`config.mk`:
```
export PLATFORM = sky130hd
export DESIGN_NAME = sar_adc_ctrl
export DESIGN_NICKNAME = d
export VERILOG_FILES = /design/src/rtl/adc_pkg.sv /design/src/rtl/adc_clkdiv.sv /design/src/rtl/adc_trig_sync.sv /design/src/rtl/adc_sar_engine.sv /design/src/rtl/adc_result_bank.sv /design/src/rtl/sar_adc_ctrl.sv
export SDC_FILE = /design/constraint.sdc
export NUM_CORES = 1
export LEC_CHECK = 0
export ABC_CLOCK_PERIOD_IN_PS = 6340
export CAP_MARGIN = 10
export CORE_MARGIN = 2
export CORE_UTILIZATION = 55
export CTS_BUF_LIST = sky130_fd_sc_hd__clkbuf_4 sky130_fd_sc_hd__clkbuf_8
export CTS_CLUSTER_SIZE = 10
export DETAILED_ROUTE_END_ITERATION = 16
export DONT_BUFFER_PORTS = 1
export MAX_ROUTING_LAYER = met4
export PLACE_DENSITY_LB_ADDON = 0.25
export SLEW_MARGIN = 20
export SYNTH_ARGS = -nofsm -noshare
export SYNTH_HDL_FRONTEND = slang
export SYNTH_SLANG_ARGS = --single-unit
export TNS_END_PERCENT = 100
```
`constraint.sdc`:
```
create_clock -name clk -period 6.34 [get_ports clk]
set_input_delay 0.634 -clock clk [delete_from_list [all_inputs] [get_ports clk]]
set_output_delay 0.634 -clock clk [all_outputs]
set_load 0.01 [all_outputs]
```
`src/rtl/adc_pkg.sv`:
```
package adc_pkg;
  typedef enum logic [1:0] {ST_IDLE, ST_SAMPLE, ST_CONV} sar_state_e;

  localparam int DATA_W = 32;
  localparam int ADDR_W = 4;

  localparam logic [ADDR_W-1:0] ADDR_CTRL     = 4'd0;
  localparam logic [ADDR_W-1:0] ADDR_IMASK    = 4'd1;
  localparam logic [ADDR_W-1:0] ADDR_STATUS   = 4'd2;
  localparam logic [ADDR_W-1:0] ADDR_RES_BASE = 4'd8;

  localparam int CTL_DIV_LSB = 8;
  localparam int CTL_BURST   = 16;
  localparam int CTL_EN      = 17;
  localparam int CTL_SRC_LSB = 18;
  localparam int CTL_FALL    = 20;
  localparam int CTL_GO      = 21;

  localparam int STAT_OVR_LSB = 8;
  localparam int STAT_BUSY    = 16;
  localparam int STAT_IRQ     = 17;

  localparam int RES_OVR_BIT  = 30;
  localparam int RES_DONE_BIT = 31;

  localparam logic [1:0] SRC_NONE  = 2'd0;
  localparam logic [1:0] SRC_PIN   = 2'd1;
  localparam logic [1:0] SRC_TIMER = 2'd2;
endpackage

```
`src/rtl/adc_clkdiv.sv`:
```
module adc_clkdiv #(
  parameter int DIV_W = 8
) (
  input  logic             clk,
  input  logic             rst_n,
  input  logic             run,
  input  logic [DIV_W-1:0] div,
  output logic             tick
);
  logic [DIV_W-1:0] cnt_q, cnt_d;

  assign tick = run && (cnt_q == div);

  always_comb begin
    if (!run || tick) cnt_d = '0;
    else              cnt_d = cnt_q + 1'b1;
  end

  always_ff @(posedge clk or negedge rst_n) begin
    if (!rst_n) cnt_q <= '0;
    else        cnt_q <= cnt_d;
  end
endmodule

```
`src/rtl/adc_trig_sync.sv`:
```
module adc_trig_sync (
  input  logic clk,
  input  logic rst_n,
  input  logic pin,
  input  logic tmr,
  output logic pin_rise,
  output logic pin_fall,
  output logic tmr_rise
);
  logic s1_q, s2_q, s3_q, tmr_q;

  assign pin_rise = s2_q & ~s3_q;
  assign pin_fall = ~s2_q & s3_q;
  assign tmr_rise = tmr & ~tmr_q;

  always_ff @(posedge clk or negedge rst_n) begin
    if (!rst_n) begin
      s1_q  <= 1'b0;
      s2_q  <= 1'b0;
      s3_q  <= 1'b0;
      tmr_q <= 1'b0;
    end else begin
      s1_q  <= pin;
      s2_q  <= s1_q;
      s3_q  <= s2_q;
      tmr_q <= tmr;
    end
  end
endmodule

```
`src/rtl/adc_sar_engine.sv`:
```
module adc_sar_engine
  import adc_pkg::*;
#(
  parameter int NCH   = 8,
  parameter int RES_W = 10,
  localparam int CH_W  = $clog2(NCH),
  localparam int BIT_W = $clog2(RES_W),
  localparam int TC_W  = $clog2(RES_W + 2)
) (
  input  logic             clk,
  input  logic             rst_n,
  input  logic             en,
  input  logic             burst,
  input  logic [NCH-1:0]   mask,
  input  logic             start,
  input  logic             tick,
  input  logic             cmp_in,
  output logic             busy,
  output logic             sample_en,
  output logic [RES_W-1:0] dac_code,
  output logic [CH_W-1:0]  mux_sel,
  output logic             res_valid,
  output logic [RES_W-1:0] res_data,
  output logic [CH_W-1:0]  res_chan
);
  sar_state_e       state_q, state_d;
  logic [RES_W-1:0] sar_q, sar_d, sar_tmp;
  logic [BIT_W-1:0] bit_q, bit_d;
  logic [CH_W-1:0]  chan_q, chan_d;
  logic [TC_W-1:0]  tc_q, tc_d;

  function automatic logic [CH_W-1:0] pick_chan(input logic [NCH-1:0] m,
                                                input logic [CH_W-1:0] cur,
                                                input logic after_cur);
    logic [CH_W-1:0] lo, nx;
    logic found;
    lo = '0;
    nx = '0;
    found = 1'b0;
    for (int i = NCH - 1; i >= 0; i--) begin
      if (m[i]) lo = i[CH_W-1:0];
      if (m[i] && (i > int'(cur))) begin
        nx = i[CH_W-1:0];
        found = 1'b1;
      end
    end
    return (after_cur && found) ? nx : lo;
  endfunction

  always_comb begin
    state_d   = state_q;
    sar_d     = sar_q;
    bit_d     = bit_q;
    chan_d    = chan_q;
    sar_tmp   = sar_q;
    res_valid = 1'b0;
    res_data  = '0;
    unique case (state_q)
      ST_IDLE: begin
        if (en && (mask != '0) && (burst || start)) begin
          state_d = ST_SAMPLE;
          sar_d   = '0;
          chan_d  = pick_chan(mask, chan_q, 1'b0);
        end
      end
      ST_SAMPLE: begin
        if (!en) begin
          state_d = ST_IDLE;
          sar_d   = '0;
        end else if (tick) begin
          state_d            = ST_CONV;
          sar_d              = '0;
          sar_d[RES_W-1]     = 1'b1;
          bit_d              = BIT_W'(RES_W - 1);
        end
      end
      ST_CONV: begin
        if (!en) begin
          state_d = ST_IDLE;
          sar_d   = '0;
        end else if (tick) begin
          if (!cmp_in) sar_tmp[bit_q] = 1'b0;
          if (bit_q == '0) begin
            res_valid = 1'b1;
            res_data  = sar_tmp;
            sar_d     = '0;
            if (burst && (mask != '0)) begin
              state_d = ST_SAMPLE;
              chan_d  = pick_chan(mask, chan_q, 1'b1);
            end else begin
              state_d = ST_IDLE;
            end
          end else begin
            sar_tmp[bit_q - 1'b1] = 1'b1;
            sar_d = sar_tmp;
            bit_d = bit_q - 1'b1;
          end
        end
      end
      default: state_d = ST_IDLE;
    endcase
  end

  always_comb begin
    if ((state_q == ST_IDLE) || res_valid) tc_d = '0;
    else if (tick)                         tc_d = tc_q + 1'b1;
    else                                   tc_d = tc_q;
  end

  always_ff @(posedge clk or negedge rst_n) begin
    if (!rst_n) begin
      state_q <= ST_IDLE;
      sar_q   <= '0;
      bit_q   <= '0;
      chan_q  <= '0;
      tc_q    <= '0;
    end else begin
      state_q <= state_d;
      sar_q   <= sar_d;
      bit_q   <= bit_d;
      chan_q  <= chan_d;
      tc_q    <= tc_d;
    end
  end

  assign busy      = (state_q != ST_IDLE);
  assign sample_en = (state_q == ST_SAMPLE);
  assign dac_code  = sar_q;
  assign mux_sel   = chan_q;
  assign res_chan  = chan_q;

  AST_SAR_MSB_TRIAL: assert property (@(posedge clk) disable iff (!rst_n)
    (state_q == ST_CONV && $past(state_q) == ST_SAMPLE) |-> (dac_code == {1'b1, {(RES_W-1){1'b0}}}));
  AST_MUX_HELD: assert property (@(posedge clk) disable iff (!rst_n)
    (state_q == ST_CONV) |-> $stable(mux_sel));
  AST_ELEVEN_TICKS: assert property (@(posedge clk) disable iff (!rst_n)
    res_valid |-> (tc_q == TC_W'(RES_W)));
  AST_DISABLED_IDLE: assert property (@(posedge clk) disable iff (!rst_n)
    !en |=> !busy);
endmodule

```
`src/rtl/adc_result_bank.sv`:
```
module adc_result_bank #(
  parameter int NCH   = 8,
  parameter int RES_W = 10,
  localparam int CH_W = $clog2(NCH)
) (
  input  logic                      clk,
  input  logic                      rst_n,
  input  logic                      wr_valid,
  input  logic [CH_W-1:0]           wr_chan,
  input  logic [RES_W-1:0]          wr_data,
  input  logic [NCH-1:0]            rd_clr,
  output logic [NCH-1:0][RES_W-1:0] value,
  output logic [NCH-1:0]            done,
  output logic [NCH-1:0]            ovr
);
  for (genvar g = 0; g < NCH; g++) begin : g_chan
    logic             hit;
    logic [RES_W-1:0] val_q, val_d;
    logic             done_q, done_d, ovr_q, ovr_d;

    assign hit = wr_valid && (wr_chan == CH_W'(g));

    always_comb begin
      val_d  = val_q;
      done_d = done_q;
      ovr_d  = ovr_q;
      if (rd_clr[g]) begin
        done_d = 1'b0;
        ovr_d  = 1'b0;
      end
      if (hit) begin
        val_d  = wr_data;
        done_d = 1'b1;
        ovr_d  = (done_q && !rd_clr[g]) || (ovr_q && !rd_clr[g]);
      end
    end

    always_ff @(posedge clk or negedge rst_n) begin
      if (!rst_n) begin
        val_q  <= '0;
        done_q <= 1'b0;
        ovr_q  <= 1'b0;
      end else begin
        val_q  <= val_d;
        done_q <= done_d;
        ovr_q  <= ovr_d;
      end
    end

    assign value[g] = val_q;
    assign done[g]  = done_q;
    assign ovr[g]   = ovr_q;

    AST_READ_CLEARS_DONE: assert property (@(posedge clk) disable iff (!rst_n)
      (rd_clr[g] && !hit) |=> !done[g]);
    AST_OVERRUN_FLAG: assert property (@(posedge clk) disable iff (!rst_n)
      (hit && done[g] && !rd_clr[g]) |=> ovr[g]);
  end
endmodule

```
`src/rtl/sar_adc_ctrl.sv`:
```
module sar_adc_ctrl
  import adc_pkg::*;
#(
  parameter int NCH   = 8,
  parameter int RES_W = 10,
  parameter int DIV_W = 8,
  localparam int CH_W = $clog2(NCH)
) (
  input  logic              clk,
  input  logic              rst_n,
  input  logic [ADDR_W-1:0] reg_addr,
  input  logic              reg_wr,
  input  logic              reg_rd,
  input  logic [DATA_W-1:0] reg_wdata,
  output logic [DATA_W-1:0] reg_rdata,
  input  logic              cmp_in,
  input  logic              trig_pin,
  input  logic              timer_match,
  output logic [RES_W-1:0]  dac_code,
  output logic [CH_W-1:0]   mux_sel,
  output logic              sample_en,
  output logic              irq
);
  logic rst_s1, rst_s2, rst_n_int;

  always_ff @(posedge clk or negedge rst_n) begin
    if (!rst_n) begin
      rst_s1 <= 1'b0;
      rst_s2 <= 1'b0;
    end else begin
      rst_s1 <= 1'b1;
      rst_s2 <= rst_s1;
    end
  end
  assign rst_n_int = rst_s2;

  logic [NCH-1:0]   mask_q, mask_d, imask_q, imask_d;
  logic [DIV_W-1:0] div_q, div_d;
  logic             burst_q, burst_d, en_q, en_d, fall_q, fall_d, go_q, go_d;
  logic [1:0]       src_q, src_d;
  logic             ctrl_we, imask_we;
  logic             unused_wdata;

  assign ctrl_we      = reg_wr && (reg_addr == ADDR_CTRL);
  assign imask_we     = reg_wr && (reg_addr == ADDR_IMASK);
  assign unused_wdata = ^reg_wdata[DATA_W-1:CTL_GO+1];

  always_comb begin
    mask_d  = mask_q;
    div_d   = div_q;
    burst_d = burst_q;
    en_d    = en_q;
    src_d   = src_q;
    fall_d  = fall_q;
    imask_d = imask_q;
    go_d    = 1'b0;
    if (ctrl_we) begin
      mask_d  = reg_wdata[NCH-1:0];
      div_d   = reg_wdata[CTL_DIV_LSB +: DIV_W];
      burst_d = reg_wdata[CTL_BURST];
      en_d    = reg_wdata[CTL_EN];
      src_d   = reg_wdata[CTL_SRC_LSB +: 2];
      fall_d  = reg_wdata[CTL_FALL];
      go_d    = reg_wdata[CTL_GO];
    end
    if (imask_we) imask_d = reg_wdata[NCH-1:0];
  end

  always_ff @(posedge clk or negedge rst_n_int) begin
    if (!rst_n_int) begin
      mask_q  <= '0;
      div_q   <= '0;
      burst_q <= 1'b0;
      en_q    <= 1'b0;
      src_q   <= SRC_NONE;
      fall_q  <= 1'b0;
      imask_q <= '0;
      go_q    <= 1'b0;
    end else begin
      mask_q  <= mask_d;
      div_q   <= div_d;
      burst_q <= burst_d;
      en_q    <= en_d;
      src_q   <= src_d;
      fall_q  <= fall_d;
      imask_q <= imask_d;
      go_q    <= go_d;
    end
  end

  logic pin_rise, pin_fall, tmr_rise, start, tick, busy;
  logic res_valid;
  logic [RES_W-1:0] res_data;
  logic [CH_W-1:0]  res_chan;
  logic [NCH-1:0][RES_W-1:0] res_val;
  logic [NCH-1:0] done_vec, ovr_vec, rd_clr;

  adc_trig_sync u_trig (
    .clk      (clk),
    .rst_n    (rst_n_int),
    .pin      (trig_pin),
    .tmr      (timer_match),
    .pin_rise (pin_rise),
    .pin_fall (pin_fall),
    .tmr_rise (tmr_rise)
  );

  assign start = go_q
              || ((src_q == SRC_PIN) && (fall_q ? pin_fall : pin_rise))
              || ((src_q == SRC_TIMER) && tmr_rise);

  adc_clkdiv #(.DIV_W(DIV_W)) u_div (
    .clk   (clk),
    .rst_n (rst_n_int),
    .run   (busy),
    .div   (div_q),
    .tick  (tick)
  );

  adc_sar_engine #(.NCH(NCH), .RES_W(RES_W)) u_sar (
    .clk       (clk),
    .rst_n     (rst_n_int),
    .en        (en_q),
    .burst     (burst_q),
    .mask      (mask_q),
    .start     (start),
    .tick      (tick),
    .cmp_in    (cmp_in),
    .busy      (busy),
    .sample_en (sample_en),
    .dac_code  (dac_code),
    .mux_sel   (mux_sel),
    .res_valid (res_valid),
    .res_data  (res_data),
    .res_chan  (res_chan)
  );

  always_comb begin
    for (int i = 0; i < NCH; i++)
      rd_clr[i] = reg_rd && (reg_addr == ADDR_RES_BASE + i[ADDR_W-1:0]);
  end

  adc_result_bank #(.NCH(NCH), .RES_W(RES_W)) u_bank (
    .clk      (clk),
    .rst_n    (rst_n_int),
    .wr_valid (res_valid),
    .wr_chan  (res_chan),
    .wr_data  (res_data),
    .rd_clr   (rd_clr),
    .value    (res_val),
    .done     (done_vec),
    .ovr      (ovr_vec)
  );

  assign irq = |(done_vec & imask_q);

  always_comb begin
    reg_rdata = '0;
    if (reg_addr == ADDR_CTRL) begin
      reg_rdata[NCH-1:0]              = mask_q;
      reg_rdata[CTL_DIV_LSB +: DIV_W] = div_q;
      reg_rdata[CTL_BURST]            = burst_q;
      reg_rdata[CTL_EN]               = en_q;
      reg_rdata[CTL_SRC_LSB +: 2]     = src_q;
      reg_rdata[CTL_FALL]             = fall_q;
    end else if (reg_addr == ADDR_IMASK) begin
      reg_rdata[NCH-1:0] = imask_q;
    end else if (reg_addr == ADDR_STATUS) begin
      reg_rdata[NCH-1:0]             = done_vec;
      reg_rdata[STAT_OVR_LSB +: NCH] = ovr_vec;
      reg_rdata[STAT_BUSY]           = busy;
      reg_rdata[STAT_IRQ]            = irq;
    end else begin
      for (int i = 0; i < NCH; i++) begin
        if (reg_addr == ADDR_RES_BASE + i[ADDR_W-1:0]) begin
          reg_rdata[RES_W-1:0]    = res_val[i];
          reg_rdata[RES_OVR_BIT]  = ovr_vec[i];
          reg_rdata[RES_DONE_BIT] = done_vec[i];
        end
      end
    end
  end
endmodule

```
Word level (Yosys, flattened, before mapping). Index checks and enable logic that the tools add are counted.

Add/subtract/negate cells: 2. Magnitude comparators: 11. Equality and inequality tests: 33. Mux-type cells: 123. Bitwise operators: 10. Reductions and logical operators: 92.

Operators with widths (count): two-way mux 10 bit (24); two-way mux 3 bit (22); logical AND 1 bit (49); two-way mux 1 bit (45); two-way mux 2 bit (17); == test 4 bit (second input constant) (8); one-hot mux 10 bit (3 select lines) (1); two-way mux 8 bit (3); nonzero test 2 bit (11); two-way mux 4 bit (5); two-way mux 18 bit (1); == test 3 bit (second input constant) (4); greater-than comparator 3 bit (first input constant) (4); logical OR 1 bit (12); AND reduction 6 bit (2); AND 10 bit (1); < comparator 4 x 5 -> 1 bit (second input constant) (2); != test 2 x 1 -> 1 bit (second input constant) (5); NOT 10 bit (1); bitwise OR 10 bit (1); zero test 1 bit (9); adder 8 x 1 -> 8 bit (second input constant) (1); AND 8 bit (1); demux 1 bit (select 4 bit) (2); other kinds (26) (40).

Bits in registers: 159. Input bits: 43. Logic and storage cells: 314.

Longest topological paths before layout.
Depth after elaboration: 20. Mapped depth: 9. Gate-level depth less buffers: 7.

Cells and area by module. A second synthesis with hierarchy kept.

Cells, all modules: 796. Area total of the unflattened synthesis: 8858.5 µm².

By module, submodules not included: adc_result_bank (times used 1, cells each 240, area an instance 3724.8 µm², sequential area each 2402.3 µm²); sar_adc_ctrl (times used 1, cells each 307, area an instance 2807.7 µm², sequential area each 800.8 µm²); adc_sar_engine (times used 1, cells each 196, area an instance 1704.1 µm², sequential area each 475.5 µm²); adc_clkdiv (times used 1, cells each 46, area an instance 500.5 µm², sequential area each 200.2 µm²); adc_trig_sync (times used 1, cells each 7, area an instance 121.4 µm², sequential area each 100.1 µm²).

Worst setup path after synthesis. Ideal clock, no wire load.

Path type: input -> output. Start point: in reg_addr[0]. End point: out reg_rdata[0]. Arrival: 2.135 ns. Data required time: 5.706 ns. Setup slack: 3.571 ns. Cell stages on the path: 6. Path buffers: 4. Cells stage by stage: clkbuf_1 > clkbuf_1 > clkbuf_1 > buf_1 > a31oi_1 > a22oi_1.

Cells in the longest elaborated chain, start to end: 12.

Ends and longest elaborated chain: start: declaration (line sar_adc_ctrl.sv:11) `input logic [ADDR_W-1:0] reg_addr,`; == test 4 bit (line sar_adc_ctrl.sv:175) `if (reg_addr == ADDR_RES_BASE + i[ADDR_W-1:0]) begin`; two-way mux 10 bit (8 in series) (line sar_adc_ctrl.sv:175); two-way mux 10 bit (line sar_adc_ctrl.sv:168) `end else if (reg_addr == ADDR_STATUS) begin`; two-way mux 8 bit (line sar_adc_ctrl.sv:166) `end else if (reg_addr == ADDR_IMASK) begin`; two-way mux 18 bit * (line sar_adc_ctrl.sv:159) `if (reg_addr == ADDR_CTRL) begin`; end: declaration (line sar_adc_ctrl.sv:15) `output logic [DATA_W-1:0] reg_rdata,`.

Every way passes the cells marked *; elsewhere a longest branch is shown, timed or not.

Worst setup path in the final report.
Start point: reg u_sar.bit_q[1]. End point: reg u_bank.g_chan[6].val_q[7].

Cells in the longest elaborated chain, start to end: 14.

Ends and longest elaborated chain: start: declaration (line adc_sar_engine.sv:28) `logic [BIT_W-1:0] bit_q, bit_d;`; start signal: assignment (line adc_sar_engine.sv:120) `bit_q <= bit_d;`; < comparator 4 x 5 -> 1 bit (implied by the code) / greater-or-equal comparator 4 x 1 -> 1 bit (equally long branches) (line adc_sar_engine.sv:82) `if (!cmp_in) sar_tmp[bit_q] = 1'b0;`; logical AND 1 bit (implied by the code) (line adc_sar_engine.sv:82); two-way mux 1 bit (implied by the code) (line adc_sar_engine.sv:82); demux 1 bit (select 4 bit); NOT 10 bit (no source line); AND 10 bit (no source line); two-way mux 10 bit (line adc_sar_engine.sv:82); two-way mux 10 bit (line adc_sar_engine.sv:81) `end else if (tick) begin`; two-way mux 10 bit (line adc_sar_engine.sv:78) `if (!en) begin`; two-way mux 10 bit (line adc_sar_engine.sv:58) `unique case (state_q)`; two-way mux 10 bit (line adc_sar_engine.sv:83) `if (bit_q == '0) begin`; two-way mux 10 bit (line adc_sar_engine.sv:81); two-way mux 10 bit (line adc_sar_engine.sv:78); two-way mux 10 bit (line adc_sar_engine.sv:58); end signal: assignment (line adc_result_bank.sv:44) `val_q <= val_d;`; end: declaration (line adc_result_bank.sv:18) `logic [RES_W-1:0] val_q, val_d;`.

Parallel ways exist; a longest one is shown, timed or not. The select of a mux whose other input is x is not followed. A chain may end at the register's enable or synchronous reset.

==> results summary <==
The run finished with clean final reports. The fraction of the yosys area taken by sequential cells came out at 48.0%. The critical path class is reg -> reg. The area of the placeable core is 0.0146 mm^2. The sink count of the clock tree came out at 159. The worst path setup slack after routing is 3.49 ns. The total routing resource utilization after global routing came out at 27.6%.

In the layout the commonest cells are dfrtp_1 (158), nand2_1 (137), o21ai_0 (99). The peak supply drop is 228 uV. The placed instance area is 0.00830 mm^2. The power share of the sequential group came out at 49.1%. The clock network fraction of total power is 30.0%. The via count of the first global-routing pass is 6131. The number of rows in the core area is 44. Setup violations remaining at the end of the flow were counted as 0. After routing the design area is 0.00871 mm^2.

The delay of the slowest critical-path stage is 0.62 ns. The number of CTS-inserted buffers came out at 17. The leakage power figure came out at 3.84 nW. The critical-path cell with the highest stage delay is or4_4. Among all flip-flop cells after synthesis, the most frequent one is dfrtp_1.

The maximum number of pins on one net before global-route repair is 64. For this run, design rule violations remaining after detail routing come to 0. The clock insertion delay at the later pin of the skew report is 0.47 ns. The routed wire length came out at 20.5 mm. The library cell used most frequently in the layout, excluding fill and tap cells, is dfrtp_1. The total negative slack for setup checks is 0 ns. The net switching power is 830 uW.

The critical path goes through inv_1, ha_1, or3b_1, or4_1, or4_4, nand2_1, o21ai_2. The detailed router's first-iteration violation count came out at 573. The first-pass GRT wire length came out at 33.2 mm. The antenna diode count came out at 0. The kind of path behind the tightest hold check is in -> reg. The detailed-route via count came out at 6371.

The per-instance average area after synthesis is 9.85 um^2. The time the worst path needs with I/O delays and setup is 2.85 ns. The post-route netlist has 14.6% of its cells at a drive strength greater than 1. The sequential standard cell area came out at 0.00398 mm^2. The post-cts gate resize count is 0.

The congestion estimate from routability-driven global placement came to 0.901. The count of H-tree levels built during CTS came out at 4. In the final routed layout, each cell accounts on average for 20.3 um. In this run the critical register-to-register path is launched from u_sar.bit_q[1]. On the final layout, the worst clock skew is 0.0152 ns.

The biggest area contributor in the post-synthesis netlist is dfrtp_1. The total count of hold-check failures in the final report is 0. The number of inserted filler cells in the final layout came out at 1228. The start point of the worst min-delay path is timer_match.

The buffer count from post-CTS setup fixing is 0. The count of pins over their slew limit came out at 0. The root buffer cell is clkbuf_8. Once the floorplan was initialized, standard cells occupied 56.6% of the core.

The critical path launch point is u_sar.bit_q[1]. The total power after layout came out at 2.54 mW. The type of element launching the critical path is a flip-flop. After the flow finishes, the layout carries non-filler instances totaling 1010. The number of maximum-capacitance constraint violations is 0. The vertical extent of the die is 127 um.

The area of combinational cells with multiple inputs came out at 0.00399 mm^2. The timing-limited maximum frequency came out at 351 MHz. The normalized max-slew margin came out at 30.9%. The area of the mapped netlist is 0.00828 mm^2.

The clock passes through at most 2 buffers. The total iterations of the first detailed-routing run is 5. The number of enable-type register cells in the synthesized netlist is 0. TritonCTS built the clock tree. By area the synthesized netlist is led by dfrtp_1 (48%), mux2_2 (7.1%), nand2_1 (6.2%). The transition time of the tightest slew-check pin is 1.03 ns.

Data on the critical path arrives at its endpoint at 3.19 ns. The number of nets at the end of the flow came out at 867. The yosys synthesis warning count is 0. The final worst-path cycle share is 44.9%. 90 I/O pins were placed. STA classifies the critical path endpoint as a flip-flop. Net switching is 32.6% of the power. The final global-route overflow total is 0. The required time at the endpoint of the critical path is 6.69 ns. At the placement stage, the worst setup path has a slack of 3.55 ns. The internal portion of the total power is 1.71 mW. The initial antenna violation count came out at 0. The detail route stage leaves a number of antenna-violating nets equal to 0. The count of different cell masters after synthesis came out at 66.

The post-detailed-route via-to-cell ratio came out at 6.31. Port buffering added 0 buffers. The logic gate share of total power is 20.8%. The placed cell count came out at 977. The post-synthesis async set-or-reset flop share is 100%. The share of the synthesized area in the top cell type came out at 48.0%. From synthesis to final layout, the design area changed by 5.18%.

From left edge to right edge, the die measures 127 um. Synthesis produced 841 cells. Setup repair after global routing left no endpoint under its margin.

The half-perimeter wire length after detailed placement came out at 14.0 mm. The die area is 0.0161 mm^2. The power density relative to cell area came out at 292 mW/mm^2. In this run, synthesis produced a sequential element count of 159. Along the worst path, the maximum fanout reaches 22. The post-CTS clock slew at the launch and capture registers of the worst setup and hold paths came out at 0.09 ns.
[worst max-delay path: cells and delay by family, from the launching register on]
kind,cells,cell delay [ns]
adder cells (fa/ha/maj),1,0.23
flip-flops,1,0.48
buffers and inverters,1,0.18
AO/OA/AOI/OAI,1,0.07
AND/OR/NAND/NOR,4,1.75
[layer usage]
layer | vias to the layer above | global-route usage [%] | wire (um)
met2 | 219 | 43.1 | 10100
li1 | 2924 | - | -
met1 | 3199 | 36.7 | 8680
met4 | 0 | 8.40 | 308
met5 | - | - | 0
met3 | 29 | 5.69 | 1390
[sequential cells by signal (all words and copies together) (netlist names)]
register / cells
div_q: 8
mask_q: 8
u_sar.bit_q: 4
u_bank.g_chan.ovr_q: 8
en_q: 1
imask_q: 8
u_sar.mux_sel: 3
u_bank.g_chan.done_q: 8
burst_q: 1
u_sar.dac_code: 10
u_trig.s3_q: 1
rst_n_int: 1
src_q: 2
go_q: 1
fall_q: 1
rst_s1: 1
u_sar.state_q: 2
u_trig.s2_q: 1
u_div.cnt_q: 8
u_bank.g_chan.val_q: 80
u_trig.tmr_q: 1
u_trig.s1_q: 1
[cells in the mapped netlist (12+ instances only)]
| cell | number |
|---|---|
| dfrtp_1 | 159 |
| nand2_1 | 137 |
| o21ai_0 | 99 |
| mux2_2 | 52 |
| nor2_1 | 46 |
| clkbuf_1 | 37 |
| a21oi_1 | 32 |
| inv_1 | 19 |
| mux2i_1 | 19 |
| a22oi_1 | 12 |
| mux4_2 | 12 |
[repair_timing]
action | 4_1_cts | 5_1_grt
endpoints found under the hold margin | 2 | 0
setup endpoints to repair | 0 | 0
hold buffers | 1 | 0
[logic make-up after synthesis]
family | count (synthesis) | synth area share [%]
AOI/OAI and AO/OA | 219 | 16.3
xor gates and xnor gates | 14 | 1.48
adders and majority gates | 11 | 1.66
buffers and inverters | 79 | 4.23
DFF | 159 | 48.0
muxes | 83 | 12.6
other | 2 | 0.0907
and+or+nand+nor | 274 | 15.6
[power groups by stage]
stage / Sequential (mW) / Combinational [mW] / Clock (mW)
2_1_floorplan: 1.21 / 0.461 / 0
3_3_place_gp: 1.26 / 0.509 / 0
3_5_place_dp: 1.27 / 0.525 / 0
4_1_cts: 1.25 / 0.528 / 0.780
5_1_grt: 1.27 / 0.587 / 0.824
6_report: 1.25 / 0.530 / 0.764
[final timing paths]
path / to / slack (ns) / cells past startpoint
max: u_bank.g_chan[6].val_q[7] / 3.49 / 7
min: u_trig.tmr_q / 0.18 / 0
max reg2reg: u_bank.g_chan[6].val_q[7] / 3.49 / 7
min reg2reg: u_trig.s2_q / 0.36 / 0
max in group asynchronous: u_bank.g_chan[3].ovr_q / 4.12 / 2
min in group asynchronous: rst_n_int / 0.38 / 1
[cell type report]
type | count | share of cell area, %
clock inverter | 11 | 1.51
clock buffer | 21 | 3.17
timing repair buffer | 4 | 0.373
inverter | 20 | 0.862
tap | 184 | 2.64
multi-input combinational | 611 | 45.7
sequential | 159 | 45.7
[metrics by stage]
step / hold WS, ns / util, %
2_1_floorplan: 0.331 / -
3_3_place_gp: 0.335 / 56.6
3_5_place_dp: 0.338 / 56.6
4_1_cts: 0.162 / 59.5
5_1_grt: 0.159 / 59.5
6_report: 0.185 / 59.5
No activity file was read; power rests on OpenSTA's default activity.
